`config.mk`:
```
export PLATFORM = sky130hd
export DESIGN_NAME = cia_adder
export DESIGN_NICKNAME = d
export VERILOG_FILES = /design/src/rtl/cia_pkg.sv /design/src/rtl/cia_cla4.sv /design/src/rtl/cia_rca4.sv /design/src/rtl/cia_grp4.sv /design/src/rtl/cia_inc4.sv /design/src/rtl/cia_adder.sv
export SDC_FILE = /design/constraint.sdc
export NUM_CORES = 1
export LEC_CHECK = 0
export ABC_AREA = 1
export BUFFER_PORTS_ARGS = -buffer_cell sky130_fd_sc_hd__buf_2
export CORE_AREA = 3 3 40 42
export DETAILED_ROUTE_END_ITERATION = 12
export DIE_AREA = 0 0 43 45
export GPL_ROUTABILITY_DRIVEN = 0
export GPL_TIMING_DRIVEN = 0
export PLACE_DENSITY = 0.64
export RECOVER_POWER = 50
export SYNTH_ARGS = -nofsm -noshare
export SYNTH_HDL_FRONTEND = slang
export SYNTH_SLANG_ARGS = --single-unit
```
`constraint.sdc`:
```
create_clock -name vclk -period 4.9
set_input_delay 0.735 -clock vclk [all_inputs]
set_output_delay 0.735 -clock vclk [all_outputs]
set_load 0.02 [all_outputs]
```
`src/rtl/cia_pkg.sv`:
```
package cia_pkg;

    // Width of one adder slice; the structure is built around this value.
    localparam int GRP_W = 4;

    typedef logic [GRP_W-1:0] nib_t;

    // Number of slices for a given operand width.
    function automatic int grp_count(input int width);
        return width / GRP_W;
    endfunction

endpackage

```
`src/rtl/cia_cla4.sv`:
```
// Four-bit lookahead slice: every carry is a flat sum of products.
module cia_cla4
    import cia_pkg::*;
(
    input  nib_t a,
    input  nib_t b,
    input  logic ci,
    output nib_t s,
    output logic co
);

    nib_t g;
    nib_t p;
    logic c1, c2, c3;

    always_comb begin
        g = a & b;
        p = a ^ b;
    end

    always_comb begin
        c1 = g[0] | (p[0] & ci);
        c2 = g[1] | (p[1] & g[0]) | (p[1] & p[0] & ci);
        c3 = g[2] | (p[2] & g[1]) | (p[2] & p[1] & g[0])
           | (p[2] & p[1] & p[0] & ci);
        co = g[3] | (p[3] & g[2]) | (p[3] & p[2] & g[1])
           | (p[3] & p[2] & p[1] & g[0])
           | (p[3] & p[2] & p[1] & p[0] & ci);
    end

    assign s = p ^ {c3, c2, c1, ci};

endmodule

```
`src/rtl/cia_rca4.sv`:
```
// Four-bit ripple slice: full adders chained bit by bit.
module cia_rca4
    import cia_pkg::*;
(
    input  nib_t a,
    input  nib_t b,
    input  logic ci,
    output nib_t s,
    output logic co
);

    logic [GRP_W:0] c;

    assign c[0] = ci;

    for (genvar i = 0; i < GRP_W; i++) begin : g_fa
        assign s[i]   = a[i] ^ b[i] ^ c[i];
        assign c[i+1] = (a[i] & b[i]) | (c[i] & (a[i] ^ b[i]));
    end

    assign co = c[GRP_W];

endmodule

```
`src/rtl/cia_grp4.sv`:
```
// One slice adder; the parameter picks lookahead or ripple carries.
module cia_grp4
    import cia_pkg::*;
#(
    parameter bit LOOKAHEAD = 1'b1
) (
    input  nib_t a,
    input  nib_t b,
    input  logic ci,
    output nib_t s,
    output logic co
);

    if (LOOKAHEAD) begin : g_la
        cia_cla4 u_cla (.a(a), .b(b), .ci(ci), .s(s), .co(co));
    end else begin : g_rc
        cia_rca4 u_rca (.a(a), .b(b), .ci(ci), .s(s), .co(co));
    end

endmodule

```
`src/rtl/cia_inc4.sv`:
```
// Conditional +1 on a slice result: half adders rippling upward from bit 0.
module cia_inc4
    import cia_pkg::*;
(
    input  nib_t x,
    input  logic ci,
    output nib_t y,
    output logic co
);

    logic [GRP_W:0] c;

    assign c[0] = ci;

    for (genvar i = 0; i < GRP_W; i++) begin : g_ha
        assign y[i]   = x[i] ^ c[i];
        assign c[i+1] = x[i] & c[i];
    end

    assign co = c[GRP_W];

endmodule

```
`src/rtl/cia_adder.sv`:
```
// Carry increment adder: slice 0 adds with cin, every upper slice adds
// with zero carry and is then incremented by the carry from below.
module cia_adder
    import cia_pkg::*;
#(
    parameter int WIDTH         = 8,
    parameter bit USE_LOOKAHEAD = 1'b1
) (
    input  logic [WIDTH-1:0] a,
    input  logic [WIDTH-1:0] b,
    input  logic             cin,
    output logic [WIDTH-1:0] sum,
    output logic             cout
);

    localparam int NG = grp_count(WIDTH);

    if ((WIDTH % GRP_W) != 0 || WIDTH < GRP_W) begin : g_bad_width
        $error("cia_adder: WIDTH must be a positive multiple of 4");
    end

    // Carry entering each slice; index NG is the block's carry-out.
    logic [NG:0]   grp_carry;
    // Slice adder carry and incrementer carry per slice.
    logic [NG-1:0] gen_co;
    logic [NG-1:0] inc_co;

    assign grp_carry[0] = cin;

    for (genvar k = 0; k < NG; k++) begin : g_slice
        if (k == 0) begin : g_base
            cia_grp4 #(.LOOKAHEAD(USE_LOOKAHEAD)) u_add (
                .a  (a[GRP_W-1:0]),
                .b  (b[GRP_W-1:0]),
                .ci (grp_carry[0]),
                .s  (sum[GRP_W-1:0]),
                .co (gen_co[0])
            );
            assign inc_co[0]    = 1'b0;
            assign grp_carry[1] = gen_co[0];
        end else begin : g_upper
            nib_t psum;
            cia_grp4 #(.LOOKAHEAD(USE_LOOKAHEAD)) u_add (
                .a  (a[GRP_W*k +: GRP_W]),
                .b  (b[GRP_W*k +: GRP_W]),
                .ci (1'b0),
                .s  (psum),
                .co (gen_co[k])
            );
            cia_inc4 u_inc (
                .x  (psum),
                .ci (grp_carry[k]),
                .y  (sum[GRP_W*k +: GRP_W]),
                .co (inc_co[k])
            );
            assign grp_carry[k+1] = gen_co[k] | inc_co[k];
        end
    end

    assign cout = grp_carry[NG];

endmodule

```
Word-level counts from Yosys, hierarchy flattened
Cells that the tools add are included.
{"block": "word_totals", "latchBits": 0, "out_inout_bits": 9, "wordCells": 56, "reg_bits": 0, "inputBits": 17, "n_memories": 0, "rom_bits": 0, "mem_bits_rw": 0}
{"block": "classes", "magnitude_cmp": 0, "n_reduce_logical": 0, "multipliers": 0, "bitwise": 56, "shifts": 0, "n_div": 0, "eq_ne": 0, "add_sub_neg": 0, "mux": 0}
{"operator": "AND 1 bit", "n": 29}
{"operator": "bitwise OR 1 bit", "n": 17}
{"operator": "XOR 4 bit", "n": 4}
{"operator": "AND 4 bit", "n": 2}
{"operator": "XOR 1 bit", "n": 4}

Depth between registers and ports, before layout
{"block": "depth", "depth_word": 11, "ltp_mapped": 11, "ltp_nobuf": 11}

Hierarchy
Synthesis repeated with hierarchy kept, for this count alone.
{"block": "unflattened", "cells_unflattened": 70, "hier_area_um2": 442.9}
{"mod": "cia_cla4", "instances": 2, "cells_each": 31, "seq_area_each_um2": 0.0, "area_per_inst_um2": 188.9}
{"mod": "cia_inc4", "instances": 1, "cells_each": 4, "seq_area_each_um2": 0.0, "area_per_inst_um2": 50.0}
{"mod": "cia_adder", "instances": 1, "cells_each": 4, "seq_area_each_um2": 0.0, "area_per_inst_um2": 15.0}

Least setup slack after synthesis
No wires, ideal clock.
{"block": "synth_path", "path_type": "input-to-output", "start": "in a[1]", "end": "out cout", "arrival_ns": 2.347, "path_slack_ns": 1.818, "t_required_ns": 4.165, "path_buffers": 0, "path_stages": 11, "cell_sequence": "ha_1 a21oi_1 nor2_1 nor2_1 nand2_1 ha_1 ha_1 ha_1 ha_1 nor2_1 nand2_1"}
{"block": "synth_between", "elab_chain_cells": 10, "word_cells_on_any_way": 15, "cone_classes": "15 x bitwise"}
{"item": "start: declaration", "line": "cia_adder.sv:9", "rtl": "input logic [WIDTH-1:0] a,"}
{"item": "AND 4 bit or XOR 4 bit (tied branches)", "line": "cia_cla4.sv:17, cia_cla4.sv:18"}
{"item": "AND 1 bit, on equally long branches", "line": "cia_cla4.sv:26, cia_cla4.sv:27, cia_cla4.sv:28"}
{"item": "bitwise OR 1 bit, or another cell as far along", "line": "cia_cla4.sv:26", "rtl": "co = g[3] | (p[3] & g[2]) | (p[3] & p[2] & g[1])"}
{"item": "bitwise OR 1 bit or AND 1 bit (tied branches)", "line": "cia_cla4.sv:27, cia_cla4.sv:28"}
{"item": "bitwise OR 1 bit (*)", "line": "cia_cla4.sv:28", "rtl": "| (p[3] & p[2] & p[1] & p[0] & ci);"}
{"item": "AND 1 bit (*) (4 in a row)", "line": "cia_inc4.sv:17", "rtl": "assign c[i+1] = x[i] & c[i];"}
{"item": "bitwise OR 1 bit (*)", "line": "cia_adder.sv:56", "rtl": "assign grp_carry[k+1] = gen_co[k] | inc_co[k];"}
{"item": "end: declaration", "line": "cia_adder.sv:13", "rtl": "output logic cout"}
Every way passes the cells marked *; elsewhere a longest branch is shown, timed or not.

Final worst setup path
Same ends and word-level chain as after synthesis.

==> results by stage <==
Logic synthesis:
- Ranked by instance count, the synthesized netlist is headed by sky130_fd_sc_hd__nand2_1 (19), sky130_fd_sc_hd__ha_1 (12), sky130_fd_sc_hd__inv_1 (12).
- Summed over its instances, the top area cell type makes up about 39% of the synthesized netlist area.
- The register area share after synthesis is 0%.
- The library cell occupying the most area in the post-synthesis netlist is sky130_fd_sc_hd__ha_1.
- A synthesized cell averages 6.45 um^2.
- The synthesized area is ~380 um^2.
- By area the synthesized netlist is led by sky130_fd_sc_hd__ha_1 (39%), sky130_fd_sc_hd__nand2_1 (19%), sky130_fd_sc_hd__inv_1 (12%).
- The number of unique standard cell types used by synthesis is 9.
- The number of nets in the synthesized netlist is 90.
- The post-synthesis instance total is 59.
- The number of warning messages in the yosys log is 0.
- The most common cell in the synthesized netlist is sky130_fd_sc_hd__nand2_1.

Setup path:
- The critical path goes through buf_2, ha_1, a21oi_1, nor2_1, nor2_1, nand2_1, ha_1, ha_1, ha_1, ha_1, nor2_1, nand2_1, buf_2.
- Among cell families on the critical path, the largest total delay comes from adder cells.
- The sort of element at the end of the critical path is an output port.
- The total buffers and inverters traversed by the critical path is 2.
- The data arrival time at the worst-slack endpoint is roughly 2600 ps.
- The element type at the critical path start is an input pin.
- The largest incremental delay on the critical path is approximately 350 ps.
- The type of the setup path with the least slack is input pin to output port.
- By instance count, the cell type seen most on the critical path is sky130_fd_sc_hd__ha_1.
- The largest individual stage delay along the critical path comes from the cell sky130_fd_sc_hd__ha_1.
- Along the worst path, the maximum fanout reaches 5.
- Data on the critical path is required at its endpoint by ~4200 ps.

Global routing:
- The number of global-route vias before repair was about 380.
- Global routing consumed, on the met1 layer, 8.87% of the routing resources.
- The largest net degree at the start of global routing is 6.
- The initial antenna violation count is 0.
- After global routing, the most crowded layer is met2.
- The total congestion overflow is 0.
- For met3 alone, demand over resource in global routing was 0%.
- Global routing consumed, over all layers together, 7.65% of the routing resources.
- For met2 alone, demand over resource in global routing was 16.5%.
- The first-pass GRT wire length is roughly 1.2 mm.

Timing:
- The total count of max-transition violations in the final report is 0.
- For this run, the top clock speed supported by timing is 0.299 GHz.
- The final worst slack is around 1600 ps.
- The setup TNS is 0 ps.
- Setup repair after global routing left no endpoint under its margin.
- The share of the cycle needed by the critical path after routing is about two thirds.
- The worst path needs 3350 ps of the cycle, external delays included.
- The final setup violation count is 0.
- The final hold violation count was 0.
- The relative slew slack is between 80% and 90%.
- The slew at the pin closest to its max-slew limit is ~260 ps.

Clock network:
- Post-CTS timing repair inserted 0 buffers for setup.
- Hold repair after CTS inserted 0 buffers.
- The number of instances resized during post-cts repair is 0.

Floorplan:
- The floorplan step defined a core boundary enclosing between 1000 and 1500 um^2.
- Measured along the y axis, the die boundary spans 45 um.
- The full die area is between 1500 and 2000 um^2.
- In this run the count of I/O pins placed on the die edge is 26.
- The initial utilization of the core area, before any placement, comes to 29.6%.
- The number of core rows is 13.
- From left edge to right edge, the die measures around 43 um.

Layout:
- The net count reported at finish is roughly 120.
- The layout has 0 clock buffers.
- The number of filler instances in the final layout is around 150.
- Sequential cells placed in the final layout were counted as 0.
- The final instance area is 524 um^2.
- The area growth from synthesis to layout is 37.8%.
- The repair_antennas step left the layout with diodes totalling 0.
- The area used by sequential logic in the layout is 0 um^2.
- The fraction of final layout cells sized beyond drive strength 1 is 25.9%.

Power:
- The combinational fraction of design power is 100.0%.
- The areal power density over the cells is between 100 and 150 nW/um^2.
- The part of the total power dissipated in the clock network is 0%.
- In this run the static leakage power is approximately 0.35 nW.
- Registers are responsible for 0% of the overall power.
- The total power of the final layout is 76.4 uW.
- The internal power of the cells totals around 29 uW.
- In this run the power spent charging and discharging nets is 46.9 uW.
- The maximum vdd ir drop is roughly 0.000045 V.
- Net switching is 61.5% of the power.

Detailed routing:
- Dividing the detail-routed wire length by the instance count gives 7.54 um.
- The remaining antenna violation count after routing is 0.
- The count of TritonRoute iterations in the first routing pass is 4.
- The via-per-instance ratio is about 4.2.
- The final routed wirelength across all metal layers is 754 um.
- The total number of vias is 420.
- The DRC marker count from the first detailed-route iteration is 2.
- In the routed design, unresolved DRC markers number 0.

Placement:
- Summing all placed instances gives a cell area of between 500 and 600 um^2.
- The count of buffers added on input and output ports is 26.
- Prior to clock tree synthesis, the placed netlist has a worst setup slack of 1540 ps.
- The total half-perimeter wirelength after legalization and detailed placement is 720 um.

Worst hold path:
- The type of the tightest min-delay check is input pin to output port.

Outcome:
- The flow ran to the end, and the final reports show no timing, DRC or antenna violations.

Flow run:
- The number of max-cap violations is 0.
-- routing by layer --
layer / share of wire (%) / vias up / wire length [um]
met4: 0 / 0 / 0
li1: - / 238 / -
met2: 47 / 16 / 358
met1: 44 / 166 / 328
met5: 0 / - / 0
met3: 8.8 / 0 / 66
-- kinds of logic (layout without fill, tap and decap cells) --
family / after synthesis / in the layout / share of synthesized area [%]
AND/OR/NAND/NOR: 29 / 29 / 30.9
adder cells (fa/ha/maj): 14 / 14 / 50.0
buffers and inverters: 12 / 38 / 11.8
AO/OA/AOI/OAI: 2 / 2 / 2.63
XOR/XNOR: 2 / 2 / 4.61
-- placed cells by master (no fill, tap or decap) --
cell and count:
sky130_fd_sc_hd__nor2_1 4, sky130_fd_sc_hd__nand2_1 19, sky130_fd_sc_hd__xnor2_1 2, sky130_fd_sc_hd__nand3_1 5, sky130_fd_sc_hd__a21oi_1 2, sky130_fd_sc_hd__nand4_1 1
sky130_fd_sc_hd__clkbuf_1 4, sky130_fd_sc_hd__ha_1 12, sky130_fd_sc_hd__inv_1 12, sky130_fd_sc_hd__buf_2 22, sky130_fd_sc_hd__fa_1 2
-- path summary, 6_finish.rpt --
path	to	from	cells after the start	slack (ps)
setup / recovery	cout	a[1]	13	1550
hold / removal	cout	b[7]	5	1910
-- stage by stage --
| step | utilization, % | instances | hold slack (ps) |
|---|---|---|---|
| floorplan | - | 59 | 1750 |
| global placement | 41.2 | 100 | 1910 |
| detailed placement | 41.2 | 100 | 1920 |
| CTS | 41.2 | 100 | 1920 |
| global route | 40.8 | 100 | 1940 |
| finish | 40.8 | 100 | 1910 |
-- cell type report --
type,count,area (um^2),share of cell area (%)
inverters,12,45.0,8.59
multi-input cells,47,335,64.0
well taps,15,18.8,3.58
repair buffers,26,125,23.9
-- power by group through the flow --
stage / Combinational (mW) / Sequential [mW] / Clock [mW]
after floorplan: 0.0567 / 0 / 0
after global placement: 0.0782 / 0 / 0
after detailed placement: 0.0790 / 0 / 0
after CTS: 0.0796 / 0 / 0
after global routing: 0.0869 / 0 / 0
final: 0.0764 / 0 / 0
(Power assumes the default switching activity.)
